===== config.mk =====
export PLATFORM = sky130hd
export DESIGN_NAME = vcp_clockgen
export DESIGN_NICKNAME = d
export VERILOG_FILES = /design/src/rtl/vcp_pkg.sv /design/src/rtl/vcp_timebase.sv /design/src/rtl/vcp_phase6.sv /design/src/rtl/vcp_color_sel.sv /design/src/rtl/vcp_clockgen.sv
export SDC_FILE = /design/constraint.sdc
export NUM_CORES = 1
export LEC_CHECK = 0
export BUFFER_PORTS_ARGS = -buffer_cell sky130_fd_sc_hd__buf_2
export CAP_MARGIN = 25
export CELL_PAD_IN_SITES_DETAIL_PLACEMENT = 2
export CELL_PAD_IN_SITES_GLOBAL_PLACEMENT = 2
export CORE_MARGIN = 4
export CORE_UTILIZATION = 34
export CTS_CLUSTER_DIAMETER = 80
export DETAILED_ROUTE_END_ITERATION = 10
export PLACE_DENSITY = 0.86
export SLEW_MARGIN = 15
export SYNTH_ARGS = -nofsm -noshare
export SYNTH_HDL_FRONTEND = slang
export SYNTH_HIERARCHICAL = 1
export SYNTH_SLANG_ARGS = --single-unit

===== constraint.sdc =====
create_clock -name mclk -period 11.04 [get_ports mclk]
set_clock_uncertainty 0.15 [all_clocks]
set_input_delay 1.104 -clock mclk [delete_from_list [all_inputs] [get_ports mclk]]
set_output_delay 1.104 -clock mclk [all_outputs]
set_load 0.05 [all_outputs]

===== src/rtl/vcp_pkg.sv =====
package vcp_pkg;
  localparam int CODE_W   = 4;
  localparam int LUMA_W   = 4;
  localparam int N_PHASE  = 6;
  localparam int N_CHROMA = 6;

  // Gray-scale level attached to each color code
  function automatic logic [LUMA_W-1:0] luma_of(input logic [CODE_W-1:0] c);
    logic [LUMA_W-1:0] v;
    case (c)
      4'd0:    v = 4'd0;
      4'd1:    v = 4'd6;
      4'd2:    v = 4'd9;
      4'd3:    v = 4'd4;
      4'd4:    v = 4'd11;
      4'd5:    v = 4'd7;
      4'd6:    v = 4'd5;
      4'd7:    v = 4'd15;
      default: v = {c[2:0], 1'b1};
    endcase
    return v;
  endfunction

  function automatic logic is_chroma(input logic [CODE_W-1:0] c);
    return (c >= CODE_W'(1)) && (c <= CODE_W'(N_CHROMA));
  endfunction
endpackage


===== src/rtl/vcp_timebase.sv =====
module vcp_timebase #(
  parameter int DOT_DIV = 2,
  parameter int CPU_DIV = 3,
  parameter int ROM_DIV = 24
) (
  input  logic       mclk,
  input  logic       rst_n,
  output logic       started,
  output logic       dot_en,
  output logic       cpu_en,
  output logic       rom_en,
  output logic [1:0] sub_idx
);
  localparam int CW = $clog2(ROM_DIV);
  localparam logic [CW-1:0] WRAP = CW'(ROM_DIV - 1);

  logic [CW-1:0] cnt;

  // Reset to the wrap value so the first rising edge lands on count 0
  always_ff @(posedge mclk or negedge rst_n) begin
    if (!rst_n) begin
      cnt     <= WRAP;
      started <= 1'b0;
    end else begin
      started <= 1'b1;
      cnt     <= (cnt == WRAP) ? '0 : cnt + 1'b1;
    end
  end

  assign dot_en  = started && ((cnt % CW'(DOT_DIV)) == '0);
  assign cpu_en  = started && ((cnt % CW'(CPU_DIV)) == '0);
  assign rom_en  = started && (cnt == '0);
  assign sub_idx = 2'(cnt % CW'(3));
endmodule


===== src/rtl/vcp_phase6.sv =====
module vcp_phase6 (
  input  logic       mclk,
  input  logic       rst_n,
  input  logic       started,
  input  logic [1:0] sub_idx,
  output logic [5:0] sc_phase
);
  logic [1:0] fall_idx;
  logic [2:0] rise_hot;
  logic [2:0] fall_hot;

  // Falling-edge copy of the mod-3 count; reset value matches half-cycle 0
  always_ff @(negedge mclk or negedge rst_n) begin
    if (!rst_n) fall_idx <= 2'd2;
    else        fall_idx <= sub_idx;
  end

  for (genvar j = 0; j < 3; j++) begin : g_ph
    assign rise_hot[j] = (sub_idx == 2'(j));
    assign fall_hot[j] = (fall_idx == 2'(j));
    assign sc_phase[2*j]   = started & (rise_hot[j] | fall_hot[j]);
    assign sc_phase[2*j+1] = started & (fall_hot[j] | rise_hot[(j+1)%3]);
  end
endmodule


===== src/rtl/vcp_color_sel.sv =====
module vcp_color_sel
  import vcp_pkg::*;
#(
  parameter int BURST_PHASE = 3
) (
  input  logic              mclk,
  input  logic              rst_n,
  input  logic              dot_en,
  input  logic [CODE_W-1:0] color_code,
  input  logic [5:0]        sc_phase,
  input  logic              burst_win,
  output logic              chroma_on,
  output logic              chroma_out,
  output logic [LUMA_W-1:0] luma,
  output logic              burst_out
);
  logic [CODE_W-1:0] code_q;

  always_ff @(posedge mclk or negedge rst_n) begin
    if (!rst_n)      code_q <= '0;
    else if (dot_en) code_q <= color_code;
  end

  always_comb begin
    chroma_on  = is_chroma(code_q);
    chroma_out = 1'b0;
    for (int i = 0; i < N_CHROMA; i++) begin
      if (code_q == CODE_W'(i + 1)) chroma_out = sc_phase[i];
    end
  end

  assign luma      = luma_of(code_q);
  assign burst_out = burst_win & sc_phase[BURST_PHASE];
endmodule


===== src/rtl/vcp_clockgen.sv =====
module vcp_clockgen #(
  parameter int DOT_DIV     = 2,
  parameter int CPU_DIV     = 3,
  parameter int ROM_DIV     = 24,
  parameter int BURST_PHASE = 3
) (
  input  logic       mclk,
  input  logic       rst_n,
  input  logic [3:0] color_code,
  input  logic       burst_win,
  output logic       dot_en,
  output logic       cpu_en,
  output logic       rom_en,
  output logic [5:0] sc_phase,
  output logic       burst_out,
  output logic       chroma_on,
  output logic       chroma_out,
  output logic [3:0] luma
);
  logic       started;
  logic [1:0] sub_idx;

  vcp_timebase #(.DOT_DIV(DOT_DIV), .CPU_DIV(CPU_DIV), .ROM_DIV(ROM_DIV)) u_tb (
    .mclk(mclk), .rst_n(rst_n), .started(started), .dot_en(dot_en),
    .cpu_en(cpu_en), .rom_en(rom_en), .sub_idx(sub_idx)
  );

  vcp_phase6 u_ph (
    .mclk(mclk), .rst_n(rst_n), .started(started), .sub_idx(sub_idx),
    .sc_phase(sc_phase)
  );

  vcp_color_sel #(.BURST_PHASE(BURST_PHASE)) u_cs (
    .mclk(mclk), .rst_n(rst_n), .dot_en(dot_en), .color_code(color_code),
    .sc_phase(sc_phase), .burst_win(burst_win), .chroma_on(chroma_on),
    .chroma_out(chroma_out), .luma(luma), .burst_out(burst_out)
  );
endmodule


# == Word level (Yosys, flattened, before mapping) ==
# Cells that the tools add are included.
# classes
bitwise_logic,13
n_mux,8
magnitude_cmp,2
n_reduce_logical,10
n_div,1
add_sub_neg,1
n_eq_ne,12
# ops
op,count
case mux 4 bit (8 select lines),1
== test 4 x 3 -> 1 bit (second input constant),4
logical NOT 5 bit,3
== test 4 x 2 -> 1 bit (second input constant),2
AND 1 bit,7
two-way mux 1 bit,6
bitwise OR 1 bit,6
adder 5 x 1 -> 5 bit (second input constant),1
== test 5 bit (second input constant),1
modulo 5 x 2 -> 5 bit (second input constant),1
two-way mux 5 bit,1
== test 2 x 1 -> 1 bit (second input constant),2
== test 2 bit (second input constant),2
== test 4 x 1 -> 1 bit (second input constant),1
>= comparator 4 x 1 -> 1 bit (second input constant),1
less-or-equal comparator 4 x 3 -> 1 bit (second input constant),1
logical AND 1 bit,4
logical NOT 2 bit,2
logical NOT 4 bit,1
# totals
ff_bits,12
elab_cells,51
in_bits,7
out_inout_bits,16

# == Depth between registers and ports, before layout ==
# depth
depth_word,10
ltp_mapped,15
ltp_nobuf,15

# == Hierarchy ==
# The synthesis kept the hierarchy.
# modules_own_cells
module,area_each_um2,cells_each,seq_area_each_um2,instances
vcp_timebase,629.4,73,155.1,1
vcp_color_sel,300.3,36,100.1,1
vcp_phase6,156.4,15,51.3,1

==> impl.org <==
** Status
- The flow ran to the end, and the final reports show no timing, DRC or antenna violations.

** Cells and area
- Ratio of cells with drive above 1 in the final layout :: between 30% and 40%
- Once layout is complete, the cells apart from fillers number roughly 190.
- Number of fillers in the final layout :: about 380
- 0 antenna diodes ended up in the layout.
- The area growth from synthesis to layout is 13.8%.
- Final layout net count :: roughly 160
- Summing all flip-flop and latch instances after layout gives around 300 um^2.
- The multi-input combinational cells in the finished layout cover a total of approximately 710 um^2.

** Synthesis
- Mapped cell area :: approximately 0.0011 mm^2
- Among all cell types in the netlist, the one instantiated most often is o21ai_0.
- Counting instances in the post-synthesis netlist gives the leading cell types as o21ai_0 (9), nand2_1 (8), nand2b_1 (8).
- The most used flip-flop cell after synthesis is dfrtp_1.
- Post-synthesis net count :: roughly 140
- Biggest area contributors in the synthesized netlist :: dfrtp_1 (14%), dfstp_2 (12%), ha_1 (5.8%)
- The synthesized design devotes to its leading area cell type between 10% and 20% of total area.
- Synthesis produced a netlist whose cell count is 124.
- Synth Area per Inst :: between 8 and 9 um^2
- Share of flip-flops with an asynchronous set or reset :: between 90% and 100%
- The number of different library cells used by synthesis comes to 53.
- For this run, the register share of the synthesized area comes to between 20 and 30%.
- Synth Register Bits :: 12
- The Yosys step of the flow raised 6 warnings.
- Yosys mapped a number of flops with a built-in enable equal to 0.
- Post-synthesis cell type with the largest combined area :: dfrtp_1

** Clock network
- Clock-pin slew was measured on the worst setup and hold paths at approximately 0.070 ns.
- After clock tree synthesis, the flow added hold-fix buffers numbering 0.
- CTS H-Tree Depth :: 1
- Number of buffers created by CTS :: 3
- Number of sinks handled by clock tree synthesis :: 12
- Maximum buffer depth of the clock tree :: 2
- The clock reaches the later pin of the worst-skew pair after around 0.28 ns.
- After clock tree synthesis, the repair step resized 0 gates.
- Clock tree from TritonCTS :: built
- The number of setup buffers added after CTS is 0.
- The tree is rooted in a clkbuf_4.

** Global route
- Total congestion overflow after global routing :: 0
- The number of global-route vias before repair came to about 1100.
- In the global route stage, overall resource usage came out at 16.4%.
- The initial antenna violation count is 0.
- The first global-routing pass estimated 5310 um of wire.
- Entering global routing, the biggest net connects 18 pins.

** Setup path
- Arrival time at the worst endpoint :: 7.48 ns
- The setup path with the least slack is of type reg2out.
- Top fanout value on the critical path :: 3
- Required time reported for the critical path endpoint :: 9.79 ns
- The worst setup path is captured at an output pin.
- The worst setup path is launched from a flop.

** STA
- The final count of hold timing violations was 0.
- Setup repair after global routing left no endpoint under its margin.
- Sum of negative setup slack :: 0 ns
- Fin. max-slew vios :: 0
- Slew Limit Headroom :: between 60% and 70%
- Setup violations remaining at the end of the flow were counted as 0.
- On the final layout, the worst hold slack is 0.491 ns.
- Slew at the pin with the worst max-slew slack :: around 0.56 ns

** Power and ir drop
- Peak supply drop :: about 0.000065 V
- For this design the ratio of total power to cell area is 85.8 mW/mm^2.
- Leakage power total :: between 0.0005 and 0.0006 uW
- Power comes to about 110 uW.

** Die
- Die ar. :: about 0.0042 mm^2
- The die is approximately 65 um wide.
- The total area inside the core boundary comes to 0.00305 mm^2.
- The die is about 65 um tall.
- In this run the core area contains 20 standard-cell rows.
- 23 I/O pins were placed.
- Initial core utilization :: approximately 36%

** Route
- Wirelength, routed :: approximately 3200 um
- After detailed routing, the average wire length per cell comes to 17.0 um.
- Length of the first detailed-routing pass in iterations :: 3
- DRC violations left :: 0
- Per-cell via count in the routed design :: 5.27
- Total via count in the routed design :: 991
- After the first detailed-routing iteration, the DRC count stood at 32.
- Post-DRT Antenna Nets :: 0

** Hold path
- Class of the tightest hold or removal check :: reg2reg

** Placement
- Once detailed placement completed, the half-perimeter wirelength came to 2540 um.
- Once placement completed, the tool counted placed cells totaling roughly 180.
- During placement, the flow inserted port buffers numbering 22.
- Routability congestion estimate from global placement :: 0.773

** Run
- The tool flagged a number of max-cap violations equal to 0.
==> layer usage <==
layer | part of all wire, % | global-route usage [%]
met1 | 44 | 19.3
met2 | 53 | 30.9
met3 | 2.3 | 2.77
met4 | 0.53 | 3.17
met5 | 0 | 0
==> stage by stage <==
step,utilization [%],setup WS [ns],area [um^2]
floorplan,-,1.63,1090
global placement,39.6,2.70,1210
detailed placement,39.6,2.60,1210
CTS,40.5,2.29,1240
global route,40.5,2.19,1240
finish,40.5,2.30,1240
==> final cells by class <==
class	count	share of cell area, %
tap	44	4.45
sequential	12	24.8
clock inverter	1	0.304
timing repair buffer	22	8.91
clock buffer	4	2.13
inverter	6	1.82
multi-input combinational	99	57.6
==> worst max-delay path, stage by stage (launching register included) <==
cell and delay [ns]:
dfstp_2 0.37, or2_4 0.24, a21boi_2 0.16, mux2i_1 0.10
or3_1 0.33, a31oi_1 0.16, buf_2 0.28
==> state kept, by name (all words and copies together) (netlist names) <==
register,cells
u_tb/started,1
u_ph/fall_idx,2
u_cs/code_q,4
u_tb/cnt,5
==> path summary, 6_finish.rpt <==
check,from,to,slack (ns),cells after the start
worst max register to register,u_tb/cnt[0],u_ph/fall_idx[0],2.62,10
worst max-delay path,u_ph/fall_idx[1],chroma_out,2.30,6
worst min register to register,u_tb/cnt[2],u_tb/cnt[2],0.49,1
min in group asynchronous,rst_n,u_tb/started,0.53,1
max in group asynchronous,rst_n,u_ph/fall_idx[1],4.46,1
worst min-delay path,u_tb/cnt[2],u_tb/cnt[2],0.49,1
==> layout by cell type, fill, tap and decap left out, types with 4 or more instances in the layout <==
| master | instances |
|---|---|
| nor2_1 | 4 |
| o21ai_0 | 9 |
| inv_1 | 6 |
| ha_1 | 5 |
| dfrtp_1 | 6 |
| dfstp_2 | 5 |
| nand2_1 | 8 |
| nand2b_1 | 8 |
| buf_2 | 22 |
==> cell families (layout without fill, tap and decap cells) <==
family / after synthesis / after routing / synth area share [%]
AND/OR/NAND/NOR: 46 / 46 / 26.4
AO/OA/AOI/OAI: 39 / 39 / 25.8
buffers and inverters: 13 / 33 / 6.22
flip-flops: 12 / 12 / 28.2
adder cells (fa/ha/maj): 5 / 5 / 5.76
multiplexers: 5 / 5 / 4.84
XOR/XNOR: 3 / 3 / 2.42
other: 1 / 1 / 0.345
==> report_power, final <==
part           leakage [uW]  switching [uW]  internal, uW
registers          0.000140            3.85          45.6
logic              0.000395            19.2          7.58
clock network     0.0000203            15.4          14.5
total              0.000556            38.4          67.7
(Power assumes the default switching activity.)
